--- config.mk ---
export PLATFORM = sky130hd
export DESIGN_NAME = hazard_fwd_unit
export DESIGN_NICKNAME = d
export VERILOG_FILES = /design/src/rtl/hzfw_pkg.sv /design/src/rtl/hzfw_match.sv /design/src/rtl/hzfw_ctrl.sv /design/src/rtl/hazard_fwd_unit.sv
export SDC_FILE = /design/constraint.sdc
export NUM_CORES = 1
export LEC_CHECK = 0
export ABC_AREA = 1
export BUFFER_PORTS_ARGS = -buffer_cell sky130_fd_sc_hd__clkbuf_2
export CAP_MARGIN = 20
export CORE_MARGIN = 8
export CORE_UTILIZATION = 27
export DETAILED_ROUTE_END_ITERATION = 7
export GPL_TIMING_DRIVEN = 1
export MAX_ROUTING_LAYER = met4
export PLACE_DENSITY_LB_ADDON = 0.2
export REMOVE_ABC_BUFFERS = 1
export SYNTH_ARGS = -nofsm -noshare
export SYNTH_HDL_FRONTEND = slang
export SYNTH_SLANG_ARGS = --single-unit
--- constraint.sdc ---
create_clock -name vclk -period 2.4
set_input_delay 0.6 -clock vclk [all_inputs]
set_output_delay 0.6 -clock vclk [all_outputs]
set_load 0.03 [all_outputs]
--- src/rtl/hzfw_pkg.sv ---
package hzfw_pkg;
  localparam int REG_W   = 5;
  localparam int NUM_OPS = 2;

  typedef enum logic [1:0] {
    SEL_RF = 2'b00,
    SEL_MW = 2'b01,
    SEL_XM = 2'b10
  } opSel_t;

  typedef struct packed {
    logic [NUM_OPS-1:0] xmHit;
    logic [NUM_OPS-1:0] mwHit;
    logic               loadUse;
  } hitStrobes_t;
endpackage

--- src/rtl/hzfw_match.sv ---
module hzfw_match
  import hzfw_pkg::*;
#(
  parameter int RW = REG_W
) (
  input  logic [RW-1:0] idRs1,
  input  logic [RW-1:0] idRs2,
  input  logic [RW-1:0] exRs1,
  input  logic [RW-1:0] exRs2,
  input  logic [RW-1:0] exRd,
  input  logic          exIsLoad,
  input  logic [RW-1:0] xmRd,
  input  logic          xmWe,
  input  logic [RW-1:0] mwRd,
  input  logic          mwWe,
  output hitStrobes_t   hits
);
  localparam logic [RW-1:0] ZERO_REG = '0;

  logic [RW-1:0] exSrc [NUM_OPS];
  logic          xmLive;
  logic          mwLive;
  logic          ldLive;

  assign exSrc[0] = exRs1;
  assign exSrc[1] = exRs2;

  assign xmLive = xmWe && (xmRd != ZERO_REG);
  assign mwLive = mwWe && (mwRd != ZERO_REG);
  assign ldLive = exIsLoad && (exRd != ZERO_REG);

  for (genvar i = 0; i < NUM_OPS; i++) begin : g_cmp
    assign hits.xmHit[i] = xmLive && (xmRd == exSrc[i]);
    assign hits.mwHit[i] = mwLive && (mwRd == exSrc[i]);
  end

  assign hits.loadUse = ldLive && ((exRd == idRs1) || (exRd == idRs2));
endmodule

--- src/rtl/hzfw_ctrl.sv ---
module hzfw_ctrl
  import hzfw_pkg::*;
(
  input  hitStrobes_t hits,
  output logic [1:0]  fwdSelA,
  output logic [1:0]  fwdSelB,
  output logic        stallFront,
  output logic        bubbleEx
);
  opSel_t opSel [NUM_OPS];

  for (genvar i = 0; i < NUM_OPS; i++) begin : g_sel
    always_comb begin
      if (hits.xmHit[i])      opSel[i] = SEL_XM;
      else if (hits.mwHit[i]) opSel[i] = SEL_MW;
      else                    opSel[i] = SEL_RF;
    end
  end

  assign fwdSelA    = opSel[0];
  assign fwdSelB    = opSel[1];
  assign stallFront = hits.loadUse;
  assign bubbleEx   = hits.loadUse;

  always_comb begin
    AST_SEL_LEGAL_A: assert (fwdSelA != 2'b11);
    AST_SEL_LEGAL_B: assert (fwdSelB != 2'b11);
    AST_NEWER_WINS: assert (!(hits.xmHit[0] && hits.mwHit[0]) || fwdSelA == SEL_XM);
  end
endmodule

--- src/rtl/hazard_fwd_unit.sv ---
module hazard_fwd_unit
  import hzfw_pkg::*;
#(
  parameter int RW = REG_W
) (
  input  logic [RW-1:0] idRs1,
  input  logic [RW-1:0] idRs2,
  input  logic [RW-1:0] exRs1,
  input  logic [RW-1:0] exRs2,
  input  logic [RW-1:0] exRd,
  input  logic          exIsLoad,
  input  logic [RW-1:0] xmRd,
  input  logic          xmWe,
  input  logic [RW-1:0] mwRd,
  input  logic          mwWe,
  output logic [1:0]    fwdSelA,
  output logic [1:0]    fwdSelB,
  output logic          stallFront,
  output logic          bubbleEx
);
  hitStrobes_t hits;

  hzfw_match #(.RW(RW)) u_match (
    .idRs1(idRs1), .idRs2(idRs2), .exRs1(exRs1), .exRs2(exRs2),
    .exRd(exRd), .exIsLoad(exIsLoad), .xmRd(xmRd), .xmWe(xmWe),
    .mwRd(mwRd), .mwWe(mwWe), .hits(hits)
  );

  hzfw_ctrl u_ctrl (
    .hits(hits), .fwdSelA(fwdSelA), .fwdSelB(fwdSelB),
    .stallFront(stallFront), .bubbleEx(bubbleEx)
  );

  always_comb begin
    AST_STALL_PAIR: assert (stallFront == bubbleEx);
    AST_ZERO_A: assert (exRs1 != '0 || fwdSelA == 2'b00);
    AST_ZERO_B: assert (exRs2 != '0 || fwdSelB == 2'b00);
    AST_NOLOAD_NOSTALL: assert (exIsLoad || !stallFront);
    AST_WE_GATE_A: assert (xmWe || mwWe || fwdSelA == 2'b00);
  end
endmodule

==> run metrics <==
worst slew pin tran 0.178 ns; die span in x 61.6 um; count leader, synth nand2_1; top cells by count, synth 53 x nand2_1, 27 x inv_1, 18 x nor2_1; Placer Congestion 0.794; Post-Place Cell Area 808 um2; Synth Warn # 0; largest area contributor in the netlist nand2_1; Lkg Pwr 0.567 nW; fin crit period 2.06 ns; Seq. cell area 0 um2; Resize count post-CTS 0; Post-CTS Setup Bufs 0; Cell Rows 16; max frequency 485 MHz; Crit path arrival time 1.46 ns; Nets 209; CP Class in -> out; IO Count 44; CP endpoint kind primary output; ANT cells 0; average wire per standard cell 9.10 um; area delta synth->final 43.9%; DRT Wirelength 1.78 mm; top post-synthesis cells by area nand2_1 35%, inv_1 18%, nor2_1 12%; Final Setup Violations 0; RSZ-0062 raised after global routing no; via count 804; Hold WS 1.57 ns; HPWL after detailed placement 1.70 mm; first-pass GRT wire length 2.70 mm; PortBufs 44; post-synth top area share 35.4%; largest net degree at the start of global routing 5; Mean Syn Cell Area 4.46 um2; area of the die 0.00380 mm2; setup TNS 0 ns; drt pass-1 iters 3; worst min path class in -> out; post-route ant nets 0; sequential-to-total area share from yosys stat 0%; Mapped Area 562 um2; CP max stage cell clkbuf_2; core area 0.00196 mm2; vias per cell 4.10; # Max-Cap Violations 0; synth unique cells 12; crit-path cells clkbuf_2 > inv_1 > nand2_1 > nand2_1 > nor2_1 > nand3_1 > a21oi_1 > clkbuf_2; outcome finished, final reports clean; Max FO, Critical Path 4; Hold-fix buffers, CTS 0; Slew headroom 88.2%; Syn Inst Count 126; pwr/cell area 153 mW/mm2; Final Hold Vio Count 0; crit path launch type input pin; Slew Limit Fails 0; Max VDD drop 0.0000496 V; WP data required 1.80 ns; post-route cell area 808 um2; starting density of the core 28.6%; period utilisation layout 85.9%; initial antenna violation count 0; num sequential 0; worst stage delay on the critical path 0.24 ns; Die Ht 61.6 um; vias in the first global route 737; Tot GR Track Use 8.83%; ratio of cells with drive above 1 in the final layout 26.6%; DR iter-0 viols 29; fin cells 196; gr ovfl total 0; Inst Count DP 196; Pwr Total 0.000124 W; clkbuf count 0; drc violations 0
[layout by cell type (no fill, tap or decap)]
cell type  instances
nor2_1            18
nand3_1            9
clkbuf_2          44
o21ai_0            2
o21ai_2            1
nand4_1            1
nand2_1           53
xnor2_1            7
inv_1             27
a21oi_1            1
or2_0              1
xor2_1             5
[logic make-up (layout without fill, tap and decap cells)]
| family | Yosys count | after routing | share of synthesized area (%) |
|---|---|---|---|
| and+or+nand+nor | 82 | 82 | 57.7 |
| AOI/OAI and AO/OA | 4 | 4 | 4.23 |
| xor gates and xnor gates | 12 | 12 | 18.7 |
| buffers and inverters | 28 | 71 | 19.4 |
[per-layer routing]
metal,track usage [%],share of wire [%],up-vias
met5,-,0,-
met2,16.8,49,25
li1,-,-,452
met3,0.626,6.8,0
met1,10.3,44,327
met4,0,0,0
[where the power goes]
group	internal (W)	switching (W)	total, W
combinational	0.0000562	0.0000674	0.000124
clock	0	0	0
sequential	0	0	0
total	0.0000562	0.0000674	0.000124
[worst max-delay path: cells and delay by family]
kind                   cells  cell delay, ns
AOI/OAI and AO/OA          1            0.19
buffers and inverters      3            0.40
and+or+nand+nor            4            0.27
[final timing paths]
| kind | endpoint | cells after the start | from |
|---|---|---|---|
| max | bubbleEx | 8 | exRd[4] |
| min | fwdSelA[1] | 4 | xmWe |
[cell type report]
class / instances / area [um2]
fill: 255 / 1150
inverter: 27 / 101
multi-input combinational: 98 / 453
tap: 27 / 33.8
timing repair buffer: 44 / 220
[stage by stage]
| step | setup slack, ns | util, % |
|---|---|---|
| finish | 0.339 | 41.2 |
| global route | 0.183 | 41.2 |
| CTS | 0.331 | 41.2 |
| detailed placement | 0.335 | 41.2 |
| global placement | 0.348 | 41.2 |
| floorplan | -0.00669 | - |
(Power assumes the default switching activity.)
